==> src/rtl/ienergy_pkg.sv <==
package ienergy_pkg;
  localparam int unsigned CLS_LOAD  = 0;
  localparam int unsigned CLS_DLOAD = 1;
  localparam int unsigned CLS_ADD   = 2;
  localparam int unsigned CLS_MULT  = 3;

  // Default base cost of a class, in units of 0.01 pJ.
  function automatic int unsigned dflt_base(input int unsigned c);
    case (c)
      CLS_LOAD:  return 198;
      CLS_DLOAD: return 237;
      CLS_ADD:   return 99;
      default:   return 0;
    endcase
  endfunction

  // Default transition cost of an unordered class pair, in units of 0.01 pJ.
  function automatic int unsigned dflt_trans(input int unsigned a, input int unsigned b);
    int unsigned lo;
    int unsigned hi;
    lo = (a < b) ? a : b;
    hi = (a < b) ? b : a;
    if (lo == CLS_LOAD  && hi == CLS_DLOAD) return 15;
    if (lo == CLS_LOAD  && hi == CLS_ADD)   return 119;
    if (lo == CLS_DLOAD && hi == CLS_ADD)   return 119;
    return 0;
  endfunction
endpackage

==> src/rtl/ienergy_cost_tables.sv <==
module ienergy_cost_tables #(
  parameter int COST_W = 16,
  parameter int NCLS   = 4,
  localparam int IW    = $clog2(NCLS)
) (
  input  logic              clk,
  input  logic              rst,
  input  logic              wr_en,
  input  logic              wr_pair,
  input  logic [IW-1:0]     wr_a,
  input  logic [IW-1:0]     wr_b,
  input  logic [COST_W-1:0] wr_data,
  input  logic [IW-1:0]     rd_cur,
  input  logic [IW-1:0]     rd_prev,
  output logic [COST_W-1:0] base_o,
  output logic [COST_W-1:0] trans_o
);
  import ienergy_pkg::*;

  logic [COST_W-1:0] base_q  [NCLS];
  logic [COST_W-1:0] trans_q [NCLS][NCLS];

  always_ff @(posedge clk) begin
    if (rst) begin
      for (int i = 0; i < NCLS; i++) begin
        base_q[i] <= COST_W'(dflt_base(i));
        for (int j = 0; j < NCLS; j++)
          trans_q[i][j] <= COST_W'(dflt_trans(i, j));
      end
    end else if (wr_en) begin
      if (wr_pair) begin
        trans_q[wr_a][wr_b] <= wr_data;
        trans_q[wr_b][wr_a] <= wr_data;
      end else begin
        base_q[wr_a] <= wr_data;
      end
    end
  end

  assign base_o  = base_q[rd_cur];
  assign trans_o = trans_q[rd_prev][rd_cur];

  for (genvar gi = 0; gi < NCLS; gi++) begin : g_row
    for (genvar gj = 0; gj < NCLS; gj++) begin : g_col

      trans_sym_chk: assert property (@(posedge clk) disable iff (rst)
        trans_q[gi][gj] == trans_q[gj][gi]);
    end
  end
endmodule

==> src/rtl/ienergy_accum.sv <==
module ienergy_accum #(
  parameter int COST_W    = 16,
  parameter int ACC_W     = 32,
  parameter int CNT_W     = 32,
  parameter int NCLS      = 4,
  parameter int START_CLS = 2,
  localparam int IW       = $clog2(NCLS),
  localparam int SUM_W    = ACC_W + 1
) (
  input  logic              clk,
  input  logic              rst,
  input  logic              clear,
  input  logic              ev_valid,
  input  logic [IW-1:0]     ev_cls,
  input  logic [COST_W-1:0] base_cost,
  input  logic [COST_W-1:0] trans_cost,
  output logic [ACC_W-1:0]  acc_o,
  output logic [CNT_W-1:0]  cnt_o,
  output logic [IW-1:0]     prev_o
);
  logic [ACC_W-1:0] acc_q;
  logic [CNT_W-1:0] cnt_q;
  logic [IW-1:0]    prev_q;
  logic [ACC_W-1:0] acc_start;
  logic [CNT_W-1:0] cnt_start;
  logic [SUM_W-1:0] sum;
  logic [ACC_W-1:0] acc_next;

  always_comb begin
    acc_start = clear ? '0 : acc_q;
    cnt_start = clear ? '0 : cnt_q;
    sum       = {1'b0, acc_start} + SUM_W'(base_cost) + SUM_W'(trans_cost);
    acc_next  = sum[ACC_W] ? '1 : sum[ACC_W-1:0];
  end

  always_ff @(posedge clk) begin
    if (rst) begin
      acc_q  <= '0;
      cnt_q  <= '0;
      prev_q <= IW'(START_CLS);
    end else if (ev_valid) begin
      acc_q  <= acc_next;
      cnt_q  <= cnt_start + CNT_W'(1);
      prev_q <= ev_cls;
    end else if (clear) begin
      acc_q  <= '0;
      cnt_q  <= '0;
      prev_q <= IW'(START_CLS);
    end
  end

  assign acc_o  = acc_q;
  assign cnt_o  = cnt_q;
  assign prev_o = prev_q;


  acc_mono_chk: assert property (@(posedge clk) disable iff (rst)
    !clear |=> acc_q >= $past(acc_q));

  cnt_step_chk: assert property (@(posedge clk) disable iff (rst)
    (ev_valid && !clear) |=> cnt_q == $past(cnt_q) + CNT_W'(1));

  idle_hold_chk: assert property (@(posedge clk) disable iff (rst)
    (!ev_valid && !clear) |=> ($stable(acc_q) && $stable(cnt_q)));

  clear_zero_chk: assert property (@(posedge clk) disable iff (rst)
    (clear && !ev_valid) |=> (acc_q == '0 && cnt_q == '0 && prev_q == IW'(START_CLS)));

  clear_first_chk: assert property (@(posedge clk) disable iff (rst)
    (clear && ev_valid) |=> cnt_q == CNT_W'(1));
endmodule

==> src/rtl/insn_energy_meter.sv <==
module insn_energy_meter #(
  parameter int COST_W = 16,
  parameter int ACC_W  = 32,
  parameter int CNT_W  = 32,
  parameter int NCLS   = 4,
  localparam int IW    = $clog2(NCLS)
) (
  input  logic              clk,
  input  logic              rst,
  input  logic              clear_i,
  input  logic              ev_valid_i,
  input  logic [IW-1:0]     ev_class_i,
  input  logic              cfg_we_i,
  input  logic              cfg_pair_i,
  input  logic [IW-1:0]     cfg_a_i,
  input  logic [IW-1:0]     cfg_b_i,
  input  logic [COST_W-1:0] cfg_data_i,
  output logic [ACC_W-1:0]  energy_o,
  output logic [CNT_W-1:0]  count_o
);
  import ienergy_pkg::*;

  logic [IW-1:0]     prev_cls;
  logic [IW-1:0]     lookup_prev;
  logic [COST_W-1:0] base_cost;
  logic [COST_W-1:0] trans_cost;

  // A window start forces the previous class to ADD for the lookup.
  assign lookup_prev = clear_i ? IW'(CLS_ADD) : prev_cls;

  ienergy_cost_tables #(.COST_W(COST_W), .NCLS(NCLS)) tables_i (
    .clk     (clk),
    .rst     (rst),
    .wr_en   (cfg_we_i),
    .wr_pair (cfg_pair_i),
    .wr_a    (cfg_a_i),
    .wr_b    (cfg_b_i),
    .wr_data (cfg_data_i),
    .rd_cur  (ev_class_i),
    .rd_prev (lookup_prev),
    .base_o  (base_cost),
    .trans_o (trans_cost)
  );

  ienergy_accum #(
    .COST_W(COST_W), .ACC_W(ACC_W), .CNT_W(CNT_W),
    .NCLS(NCLS), .START_CLS(CLS_ADD)
  ) accum_i (
    .clk        (clk),
    .rst        (rst),
    .clear      (clear_i),
    .ev_valid   (ev_valid_i),
    .ev_cls     (ev_class_i),
    .base_cost  (base_cost),
    .trans_cost (trans_cost),
    .acc_o      (energy_o),
    .cnt_o      (count_o),
    .prev_o     (prev_cls)
  );


  start_prev_chk: assert property (@(posedge clk) disable iff (rst)
    $past(clear_i && !ev_valid_i) |-> prev_cls == IW'(CLS_ADD));
endmodule

==> config.mk <==
export PLATFORM = sky130hd
export DESIGN_NAME = insn_energy_meter
export DESIGN_NICKNAME = d
export VERILOG_FILES = /design/src/rtl/ienergy_pkg.sv /design/src/rtl/ienergy_cost_tables.sv /design/src/rtl/ienergy_accum.sv /design/src/rtl/insn_energy_meter.sv
export SDC_FILE = /design/constraint.sdc
export NUM_CORES = 1
export LEC_CHECK = 0
export BUFFER_PORTS_ARGS = -buffer_cell sky130_fd_sc_hd__buf_2
export CORE_ASPECT_RATIO = 1.25
export CORE_UTILIZATION = 55
export DETAILED_ROUTE_END_ITERATION = 8
export GPL_TIMING_DRIVEN = 0
export HOLD_SLACK_MARGIN = 0.08
export PLACE_DENSITY = 0.73
export SLEW_MARGIN = 5
export SYNTH_ARGS = -nofsm -noshare
export SYNTH_HDL_FRONTEND = slang
export SYNTH_SLANG_ARGS = --single-unit
==> constraint.sdc <==
create_clock -name clk -period 6.1 [get_ports clk]
set_input_delay 0.61 -clock clk [delete_from_list [all_inputs] [get_ports clk]]
set_output_delay 0.61 -clock clk [all_outputs]
set_load 0.02 [all_outputs]
### Word level (Yosys, flattened, before mapping)

Memories as Yosys holds them, arrays and structs flattened.
Cells that the tools add are included.

* flip-flop bits (word level): 66
* word-level logic and storage cells: 64
* memories: 2
* bits in writable memories: 320
* bits of input ports: 28

Memories
* tables_i.trans_q: words 4, width 64, read ports 1, clocked after memory_dff 0, wr ports 4, RTL line ienergy_cost_tables.sv:21 `logic [COST_W-1:0] trans_q [NCLS][NCLS];`
* tables_i.base_q: words 4, width 16, read ports 1, clocked after memory_dff 0, wr ports 4, RTL line ienergy_cost_tables.sv:20 `logic [COST_W-1:0] base_q [NCLS];`

* $lt $le $gt $ge: 5
* bitwise gates (word level): 3
* add/sub/neg operators: 3
* multiplexer cells: 43
* reduce and logical (&&, ||, !) cells: 5

Operator list (count)
* $mux W64: 6
* $mux W16: 11
* $mux W32: 5
* $reduce_or A64 Y1: 2
* $demux W16 S2: 2
* $add A32 B16 Y33: 1
* $add A33 B16 Y33: 1
* $add A32 B1 Y32 const B: 1
* $bmux W16 S2: 1
* $reduce_or A16 Y1: 1
* $mux W1: 11
* $mux W2: 5
* $ge A3 B3 Y1 const B: 3
* $not A2 Y3: 3
* $mux W7: 1
* $lt A3 B1 Y1 const B: 2
* $mux W4: 1
* $logic_and A1 B1 Y1: 2

### Logic depth before layout (Yosys ltp)

Gate-level depths: netlist of the first run.

* depth after elaboration: 8
* mapped depth: 20

### Cells and area by module

Synthesis of the first run repeated with hierarchy kept, for this count alone.

* cells, all modules: 1416
* area, all modules: 18903.1 um2

Modules (own cells, without submodules)
* ienergy_cost_tables: cells each 919, area each 14690.3 um2, times used 1
* ienergy_accum: cells each 495, area each 4197.8 um2, times used 1
* insn_energy_meter: cells each 2, area each 15.0 um2, times used 1

### Least setup slack after synthesis of the first run

Ideal clock, no wire load.

* kind: input -> register
* start point: input port clear_i
* end point: register accum_i.acc_q[29], in the netlist accum_i.acc_o[29]
* stages: 16
* setup slack: 1.423 ns
* path buffers: 3
* data arrival time: 4.598 ns
* required time: 6.021 ns
* path through: buf_2 > or2_2 > buf_2 > buf_2 > mux4_2 > a21oi_1 > fa_1 > ha_1 > fa_1 > a211o_1 > a21oi_1 > a21oi_2 > o21ai_2 > a2111oi_4 > mux2_4 > a211oi_2

* word-level cells in the longest chain between the ends: 8

Ends and longest elaborated chain
* start, declared: RTL line insn_energy_meter.sv:10 `input logic clear_i,`
* parallel branches: the longest is 7 deep, another holds $add A32 B16 Y33
* $mux W32 *: RTL line ienergy_accum.sv:41 `end else if (ev_valid) begin`
* end signal, assigned: RTL line ienergy_accum.sv:42 `acc_q <= acc_next;`
* end, declared: RTL line ienergy_accum.sv:21 `logic [ACC_W-1:0] acc_q;`

Mark *: on every way between the ends. The select of a mux whose other input is x is not followed.
A chain may end at the register's enable or synchronous reset.

### Worst setup path in the final report of the first run

* start point: register accum_i.prev_q[0], in the netlist accum_i.prev_o[0]
* end point: register accum_i.acc_q[6], in the netlist accum_i.acc_o[6]

* word-level cells in the longest chain between the ends: 8

Ends and longest elaborated chain
* start, declared: RTL line ienergy_accum.sv:23 `logic [IW-1:0] prev_q;`
* start signal, assigned: RTL line ienergy_accum.sv:40 `prev_q <= IW'(START_CLS);`
* start signal, assigned: RTL line ienergy_accum.sv:44 `prev_q <= ev_cls;`
* start signal, assigned: RTL line ienergy_accum.sv:48 `prev_q <= IW'(START_CLS);`
* $mux W2
* $mem_v2 Z4 W64
* $bmux W16 S2: RTL line ienergy_cost_tables.sv:41 `assign trans_o = trans_q[rd_prev][rd_cur];`
* $mux W16 (not written as such) (2 in a row): RTL line ienergy_cost_tables.sv:41
* $add A33 B16 Y33: RTL line ienergy_accum.sv:32 `sum = {1'b0, acc_start} + SUM_W'(base_cost) + SUM_W'(trans_cost);`
* $mux W32: RTL line ienergy_accum.sv:33 `acc_next = sum[ACC_W] ? '1 : sum[ACC_W-1:0];`
* $mux W32: RTL line ienergy_accum.sv:41

No other way between the ends. The select of a mux whose other input is x is not followed.

==> metrics.yaml, run 1 <==
synthesis:
  synthMostInstantiatedCell: "edfxtp_1"
  netlist_instances: 1622
  ys_warn_count: 0
  synth_edf_count: 320
  synthTopCellsByCount: "edfxtp_1 (320), and2_1 (226), nand2_1 (135)"
  synth.distinct_cells: 62
  synth_seq_cells: 386
  yosys.area.top_type: "edfxtp_1"
  synth.area.top_cells: "edfxtp_1 (50%), and2_1 (7.4%), dfxtp_1 (6.9%)"
  syn-cell-area_um2: 19150
  synth_top_area_share_pct: 50.17
  synth_nets: 1684
  avgSynthCellArea_um2: 11.81
  ys_seq_area_share_pct: 57.07
  async_reset_ff_share_pct: 0
  synth-main-ff-cell: "edfxtp_1"
cts:
  hold_buffers: 0
  ctsResizeCount: 0
  htree_levels: 2
  worst_skew_pair.late_latency_ns: 0.56
  path_clk_slew_ns: 0.06
  cts_tree: "yes"
  cts_made_buffers: 39
  post-cts-setup-buffers: 0
  cts_root_buf: "clkbuf_16"
  clk_path_buf_depth: 3
  numClockSinks: 386
setup_path:
  crit_fanout: 10
  critPathRequiredTime_ns: 6.52
  crit_type: "flop to flop"
  crit_family: "buffers and inverters"
  max_stage_delay_ns: 0.52
  crit_chain: "buf_2 -> nor2b_1 -> buf_2 -> buf_4 -> buf_1 -> nand2_1 -> a311oi_1 -> a211oi_1 -> a21oi_1 -> fa_1 -> ha_1 -> a21oi_1 -> o211ai_1 -> and3_1 -> or3b_4 -> and3_4 -> nor3_4 -> buf_4 -> a211oi_1"
  critPathSlowestCell: "buf_1"
  cp.arrival_ns: 6.11
  critPathCaptureType: "flop"
  path_buf_inv: 5
  worstSetupStartpointType: "flop"
drt:
  drc_errors: 0
  drt-total-wl_um: 51400
  drtPass1Iterations: 5
  vias: 13194
  drtIter0Drc: 1035
  viasPerCell: 5.874
  antenna_left: 0
  wl_per_cell_um: 22.89
finish:
  stdcell_count: 2246
  fill_cells: 2776
  multiInputGateArea_um2: 7615
  drive_above_1_share_pct: 13.67
  syn2layout_area_growth_pct: 11.78
  final_net_count: 1809
  ff_latch_area_um2: 10930
  antennaDiodeCount: 0
sta:
  fin_setup_tns_ns: 0
  min_period_ns: 5.698
  min_period_over_period_pct: 93.41
  relSlewSlack_pct: 25.47
  hold_viol: 0
  fin_skew_ns: 0.02445
  report.final.slew_viol_count: 0
  worst_slew_pin_slew_ns: 1.108
  setup_viol: 0
  whs_ns: 0.3898
  fmax_ghz: 0.1755
  grt_setup_unrepaired: "no"
floorplanning:
  die-area_um2: 35580
  die_w_um: 168.9
  die_h_um: 210.6
  placementRows: 76
  core_um2: 34420
  io-pin-count: 92
  start_util_pct: 55.64
power:
  power.total_mw: 6.391
  vdd_drop_max_v: 0.0002791
  power.density_nw_per_um2: 298.5
  leakagePower_nw: 7.685
global_route:
  grt_usage_pct: 29.41
  grt_pass1_vias: 13225
  grt_antenna_before_repair: 0
  grt_max_degree: 17
  grt_pass1_wl_um: 77420
  grt_overflow: 0
run:
  drv_cap: 0
outcome:
  status: "finished clean"
placed_design:
  gp_congestion: 0.9012
  numPortBuffers: 84
  place_inst: 2174
  dpl.hpwl_um: 37840
min_path:
  hold_class: "input pin to flop"
## final timing paths
kind / cells after the start / startpoint / slack [ns] / end
worst max register to register: 19 / accum_i.prev_o[0] / 0.40 / accum_i.acc_o[6]
worst min-delay path: 2 / cfg_data_i[1] / 0.39 / tables_i.trans_q[1][33]
worst min register to register: 2 / accum_i.cnt_o[19] / 0.50 / accum_i.cnt_o[19]
worst max-delay path: 19 / accum_i.prev_o[0] / 0.40 / accum_i.acc_o[6]
## metrics by stage
stage / area (µm²) / setup WS, ns / util (%)
CTS: 21400 / 0.5065 / 62.18
floorplan: 19150 / 1.423 / -
detailed placement: 20170 / 0.2055 / 58.58
finish: 21410 / 0.4021 / 62.20
global route: 21410 / 0.2133 / 62.20
global placement: 20160 / 0.2593 / 58.56
## layout by cell type (no fill, tap or decap), types with 37 or more instances in the layout
master,n
nor2b_1,62
mux2i_1,67
clkbuf_16,39
nor2_1,107
dfxtp_1,66
a21oi_1,37
a211oi_1,66
buf_2,97
edfxtp_1,320
clkbuf_1,101
nand2_1,135
and2_1,226
## routing by layer
metal | track usage [%] | up-vias | part of all wire (%)
met5 | 0 | - | 0
met4 | 11.63 | 0 | 3.6
met3 | 3.354 | 116 | 5.5
met2 | 52.76 | 526 | 52
met1 | 36.18 | 6518 | 39
li1 | - | 6034 | -
## power by group
part / leakage [nW] / switching, mW / internal [mW] / total, mW
registers: 3.61 / 0.0457 / 3.00 / 3.05
clock network: 0.609 / 1.07 / 1.29 / 2.36
logic: 3.46 / 0.618 / 0.366 / 0.984
total: 7.69 / 1.73 / 4.66 / 6.39
## cells by family (layout without fill, tap and decap cells)
kind of cell,count (synthesis),after routing,synth area share [%]
adders and majority gates,34,34,2.887
DFF,386,386,57.07
muxes,100,100,7.343
xor gates and xnor gates,48,48,2.195
buffers and inverters,158,314,3.240
and+or+nand+nor,685,685,19.32
AOI/OAI and AO/OA,211,211,7.944
## state kept, by name, summed over array words and instances, names as in the netlist
| signal | count |
|---|---|
| tables_i.trans_q | 256 |
| tables_i.base_q | 64 |
| accum_i.acc_o | 32 |
| accum_i.cnt_o | 32 |
| accum_i.prev_o | 2 |
## final cells by class
type | instances | area share [%]
buffer | 119 | 2.215
inverter | 39 | 0.6837
sequential | 386 | 51.05
multi-input combinational | 1078 | 35.57
clock buffer | 44 | 4.693
timing repair buffer | 84 | 1.964
clock inverter | 28 | 1.093
tap | 468 | 2.735
(Power assumes the default switching activity.)
==> run 2, diff against run 1 <==
Settings changed: CORE_UTILIZATION 55 to 50, PLACE_DENSITY 0.73 to 0.67.
==> metrics.yaml, run 2 (synthesis gave the netlist of run 1 again) <==
cts:
  hold_buffers: 0  # unchanged
  cts_root_buf: "clkbuf_16"  # unchanged
  worst_skew_pair.late_latency_ns: 0.57  # was 0.56 ns
  cts_made_buffers: 40  # was 39
  ctsResizeCount: 0  # unchanged
  cts_tree: "yes"  # unchanged
  path_clk_slew_ns: 0.06  # about the same
  numClockSinks: 386  # unchanged
  clk_path_buf_depth: 3  # unchanged
  htree_levels: 2  # unchanged
  post-cts-setup-buffers: 0  # unchanged
setup_path:
  crit_fanout: 10  # unchanged
  cp.arrival_ns: 6.06  # was 6.11 ns
  critPathSlowestCell: "buf_1"  # unchanged
  max_stage_delay_ns: 0.55  # was 0.52 ns
  worstSetupStartpointType: "flop"  # unchanged
  critPathRequiredTime_ns: 6.51  # was 6.52 ns
  reg2reg_depth: 19  # unchanged
  critPathCaptureType: "flop"  # unchanged
  crit_type: "flop to flop"  # unchanged
  crit_chain: "buf_2 -> nor2b_1 -> buf_2 -> buf_4 -> buf_1 -> nand2_1 -> a311oi_1 -> a211oi_1 -> a21oi_1 -> fa_1 -> ha_1 -> a21oi_2 -> o211ai_1 -> and3_1 -> or3b_4 -> and3_4 -> nor3_4 -> buf_4 -> a211oi_1"  # was buf_2 -> nor2b_1 -> buf_2 -> buf_4 -> buf_1 -> nand2_1 -> a311oi_1 -> a211oi_1 -> a21oi_1 -> fa_1 -> ha_1 -> a21oi_1 -> o211ai_1 -> and3_1 -> or3b_4 -> and3_4 -> nor3_4 -> buf_4 -> a211oi_1
power:
  power.density_nw_per_um2: 299.1  # was 298.5 nW/µm²
  vdd_drop_max_v: 0.0002412  # was 0.0002791 V
  leakagePower_nw: 7.690  # was 7.685 nW
sta:
  min_period_over_period_pct: 92.61  # was 93.41%
  grt_setup_unrepaired: "no"  # unchanged
  worst_slew_pin_slew_ns: 1.109  # was 1.108 ns
  setup_viol: 0  # unchanged
  relSlewSlack_pct: 25.38  # was 25.47%
  hold_viol: 0  # unchanged
  fmax_ghz: 0.1770  # was 0.1755 GHz
  report.final.slew_viol_count: 0  # unchanged
  fin_setup_tns_ns: 0  # unchanged
  min_period_ns: 5.649  # was 5.698 ns
  fin_skew_ns: 0.02789  # was 0.02445 ns
global_route:
  grt_overflow: 0  # unchanged
  grt_antenna_before_repair: 0  # unchanged
  grt_max_degree: 17  # unchanged
  grt_pass1_wl_um: 77860  # was 77,420 µm
  grt_usage_pct: 26.83  # was 29.41%
  grt_pass1_vias: 13088  # was 13,225
finish:
  antennaDiodeCount: 0  # unchanged
  largest_reg_flops: 256  # unchanged
  regMostFlops: "tables_i.trans_q"  # unchanged
  final_net_count: 1810  # was 1,809
  stdcell_area_um2: 21470  # was 21,410 µm²
  top_regs: "tables_i.trans_q x256, tables_i.base_q x64"  # unchanged
  fill_cells: 3104  # was 2,776
  layout_common_cells: "edfxtp_1 (320), and2_1 (226), nand2_1 (135)"  # unchanged
  layout_commonest_cell: "edfxtp_1"  # unchanged
  syn2layout_area_growth_pct: 12.09  # was 11.78%
  multiInputGateArea_um2: 7615  # unchanged
  drive_above_1_share_pct: 13.32  # was 13.67%
  ff_latch_area_um2: 10930  # unchanged
drt:
  drc_errors: 0  # unchanged
  drt-total-wl_um: 51630  # was 51,400 µm
  wl_per_cell_um: 22.79  # was 22.89 µm
  vias: 13172  # was 13,194
  viasPerCell: 5.815  # was 5.874
  drtIter0Drc: 1047  # was 1,035
  antenna_left: 0  # unchanged
  drtPass1Iterations: 5  # unchanged
floorplanning:
  io-pin-count: 92  # unchanged
  die_h_um: 220.8  # was 210.6 µm
  die_w_um: 177.1  # was 168.9 µm
  start_util_pct: 51.13  # was 55.64%
  core_um2: 37460  # was 34,420 µm²
  placementRows: 79  # was 76
  die-area_um2: 39100  # was 35,580 µm²
run:
  drv_cap: 0  # unchanged
outcome:
  status: "finished clean"  # unchanged
min_path:
  hold_class: "input pin to flop"  # unchanged
  hold_depth: 2  # unchanged
placed_design:
  placed_area_um2: 20190  # was 20,170 µm²
  dpl.hpwl_um: 37520  # was 37,840 µm
  gp_congestion: 0.9127  # was 0.9012
  numPortBuffers: 84  # unchanged
run 2: changes by cell type in the layout (fill, tap and decap cells not counted), sizes merged:
| cell | previous run | this run |
|---|---|---|
| clkbuf | 141 | 150 |
| clkinv | 23 | 19 |
| clkinvlp | 3 | 1 |
| inv | 39 | 37 |
run 2: area by class of cell:
type                            instances  share of cell area (%)
Timing Repair Buffer                   84                   1.958
Sequential cell                       386                   50.92
Tap cell                              486                   2.832
Multi-Input combinational cell       1078                   35.47
Inverter                               39                  0.6819
Buffer                                119                   2.209
Clock inverter                         20                  0.9966
Clock buffer                           53                   4.936
run 2: routing by layer:
| layer | routed length [µm] | GRT usage [%] | vias up |
|---|---|---|---|
| met5 | 0 | 0 | - |
| met4 | 1787 | 10.37 | 0 |
| met3 | 3349 | 3.591 | 103 |
| met2 | 25910 | 46.21 | 507 |
| met1 | 20580 | 34.00 | 6521 |
| li1 | - | - | 6041 |
run 2: final timing paths:
check / startpoint / end / slack [ns]
worst min-delay path: cfg_data_i[1] / tables_i.base_q[3][1] / 0.41
worst min register to register: accum_i.cnt_o[22] / accum_i.cnt_o[22] / 0.51
worst max-delay path: accum_i.prev_o[0] / accum_i.acc_o[12] / 0.45
worst max register to register: accum_i.prev_o[0] / accum_i.acc_o[12] / 0.45
run 2: critical path, delay by kind of cell (launching register included):
kind | cells | cell delay (ns)
AO/OA/AOI/OAI | 6 | 1.18
adder cells (fa/ha/maj) | 2 | 0.87
buffers and inverters | 5 | 1.65
flip-flops | 1 | 0.30
AND/OR/NAND/NOR | 6 | 1.47
run 2: report_power, final:
part	total, mW	leakage [nW]	switching, mW	internal (mW)
clock network	2.40	0.614	1.07	1.33
logic	0.979	3.46	0.614	0.365
registers	3.05	3.61	0.0434	3.00
run 2: metrics by stage:
stage,hold slack (ns),setup WS [ns],cells,utilization [%],power (mW)
final,0.4137,0.4507,2265,57.31,6.421
after global routing,0.4249,0.2550,2265,57.31,6.642
after CTS,0.3914,0.5316,2265,57.29,6.435
after detailed placement,0.5034,0.1928,2192,53.89,4.074
after global placement,0.4764,0.2634,2192,53.87,4.050
after floorplan,0.5653,1.423,1622,-,3.795
==> run 3, diff against run 2 <==
Settings changed: CTS_BUF_LIST from default to sky130_fd_sc_hd__clkbuf_8 sky130_fd_sc_hd__clkbuf_16, GPL_ROUTABILITY_DRIVEN from default to 1.
==> metrics.yaml, run 3 (synthesis gave the netlist of run 1 again) <==
sta:
  report.final.slew_viol_count: 0  # unchanged
  hold_viol: 0  # unchanged
  fin_setup_tns_ns: 0  # unchanged
  relSlewSlack_pct: 22.96  # was 25.38%
  min_period_ns: 5.665  # was 5.649 ns
  fmax_ghz: 0.1765  # was 0.1770 GHz
  fin_skew_ns: 0.02846  # was 0.02789 ns
  setup_viol: 0  # unchanged
  worst_slew_pin_slew_ns: 1.145  # was 1.109 ns
  min_period_over_period_pct: 92.86  # was 92.61%
  grt_setup_unrepaired: "no"  # unchanged
finish:
  ff_latch_area_um2: 10930  # unchanged
  fill_cells: 3103  # was 3,104
  regMostFlops: "tables_i.trans_q"  # unchanged
  syn2layout_area_growth_pct: 12.10  # was 12.09%
  multiInputGateArea_um2: 7615  # unchanged
  layout_common_cells: "edfxtp_1 (320), and2_1 (226), nand2_1 (135)"  # unchanged
  layout_commonest_cell: "edfxtp_1"  # unchanged
  drive_above_1_share_pct: 13.32  # unchanged
  final_net_count: 1810  # unchanged
  top_regs: "tables_i.trans_q x256, tables_i.base_q x64"  # unchanged
  largest_reg_flops: 256  # unchanged
  stdcell_count: 2266  # was 2,265
setup_path:
  regToRegEndpoint: "accum_i.acc_o[12]"  # unchanged
  crit_fanout: 10  # unchanged
  critPathCaptureType: "flop"  # unchanged
  worstSetupStartpointType: "flop"  # unchanged
  cp.arrival_ns: 6.07  # was 6.06 ns
  regToRegSetupSlack_ns: 0.44  # was 0.45 ns
  r2r-start: "accum_i.prev_o[0]"  # unchanged
  cp-startpoint: "accum_i.prev_o[0]"  # unchanged
  crit_type: "flop to flop"  # unchanged
  reg2reg_depth: 19  # unchanged
  critPathRequiredTime_ns: 6.51  # about the same
  endpoint: "accum_i.acc_o[12]"  # unchanged
drt:
  vias: 13172  # unchanged
  wl_per_cell_um: 22.82  # was 22.79 µm
  drt-total-wl_um: 51710  # was 51,630 µm
  viasPerCell: 5.813  # was 5.815
  drtIter0Drc: 1089  # was 1,047
  drc_errors: 0  # unchanged
  antenna_left: 0  # unchanged
  drtPass1Iterations: 7  # was 5
global_route:
  grt_max_degree: 17  # unchanged
  grt_antenna_before_repair: 0  # unchanged
  grt_overflow: 0  # unchanged
  grt_usage_pct: 26.83  # unchanged
  grt_pass1_vias: 13088  # unchanged
  grt_pass1_wl_um: 77860  # unchanged
cts:
  worst_skew_pair.late_latency_ns: 0.57  # about the same
  path_clk_slew_ns: 0.06  # about the same
  post-cts-setup-buffers: 0  # unchanged
  cts_tree: "yes"  # unchanged
  ctsResizeCount: 0  # unchanged
  clk_path_buf_depth: 3  # unchanged
  cts_made_buffers: 40  # unchanged
  cts_root_buf: "clkbuf_16"  # unchanged
  htree_levels: 2  # unchanged
  hold_buffers: 0  # unchanged
  numClockSinks: 386  # unchanged
placed_design:
  numPortBuffers: 84  # unchanged
  gp_congestion: 0.9127  # unchanged
  place_inst: 2192  # unchanged
  dpl.hpwl_um: 37520  # unchanged
floorplanning:
  die_h_um: 220.8  # unchanged
  die-area_um2: 39100  # unchanged
  core_um2: 37460  # unchanged
  start_util_pct: 51.13  # unchanged
  placementRows: 79  # unchanged
  io-pin-count: 92  # unchanged
  die_w_um: 177.1  # unchanged
run:
  drv_cap: 0  # unchanged
power:
  power.density_nw_per_um2: 298.2  # was 299.1 nW/µm²
  leakagePower_nw: 7.740  # was 7.690 nW
  vdd_drop_max_v: 0.0002374  # was 0.0002412 V
outcome:
  status: "finished clean"  # unchanged
min_path:
  hold_class: "input pin to flop"  # unchanged
  hold_depth: 2  # unchanged
==> run 3: cell type report <==
class,instances,area share [%]
diodes,1,0.01166
repair buffers,84,1.958
well taps,486,2.832
clock inverters,32,1.206
plain buffers,119,2.209
inverters,39,0.6818
multi-input cells,1078,35.47
flip-flops and latches,386,50.91
clock buffers,41,4.726
==> run 3: worst min path at each step <==
stage,from,endpoint,slack (ns)
5_1_grt,cfg_data_i[1],tables_i.base_q[3][1],0.42
4_1_cts,cfg_data_i[1],tables_i.base_q[3][1],0.39
2_1_floorplan,accum_i.cnt_o[19],accum_i.cnt_o[19],0.57
6_report,cfg_data_i[1],tables_i.base_q[3][1],0.42
3_5_place_dp,accum_i.cnt_o[22],accum_i.cnt_o[22],0.50
3_3_place_gp,accum_i.cnt_o[23],accum_i.cnt_o[23],0.48
==> run 3: per-stage QoR <==
step                      power [mW]  setup slack (ns)  hold slack, ns  utilization (%)  cell area, µm²
after floorplan                3.795             1.423          0.5653                -           19150
after global placement         4.050            0.2634          0.4764            53.87           20180
after detailed placement       4.074            0.1928          0.5034            53.89           20190
after CTS                      6.416            0.5316          0.3912            57.29           21460
after global routing           6.624            0.2550          0.4248            57.31           21470
final                          6.402            0.4354          0.4153            57.31           21470
==> run 3: power breakdown <==
group / switching, mW / internal (mW) / total, mW
logic: 0.614 / 0.365 / 0.979
clock network: 1.07 / 1.31 / 2.38
registers: 0.0435 / 3.00 / 3.05
total: 1.72 / 4.68 / 6.40
==> run 3: critical path, cell delays in order (launching register included) <==
cell      delay (ns)
dfxtp_1         0.30
buf_2           0.22
nor2b_1         0.15
buf_2           0.31
buf_4           0.33
buf_1           0.56
nand2_1         0.13
a311oi_1        0.29
a211oi_1        0.08
a21oi_1         0.28
fa_1            0.47
ha_1            0.40
a21oi_2         0.25
o211ai_1        0.18
and3_1          0.23
or3b_4          0.42
and3_4          0.21
nor3_4          0.34
buf_4           0.25
a211oi_1        0.09
==> run 3: per-layer routing <==
metal	up-vias	wire length (µm)	track usage (%)
li1	6044	-	-
met1	6529	20610	34.00
met2	505	26140	46.21
met3	94	3268	3.591
met4	0	1678	10.37
met5	-	0	0
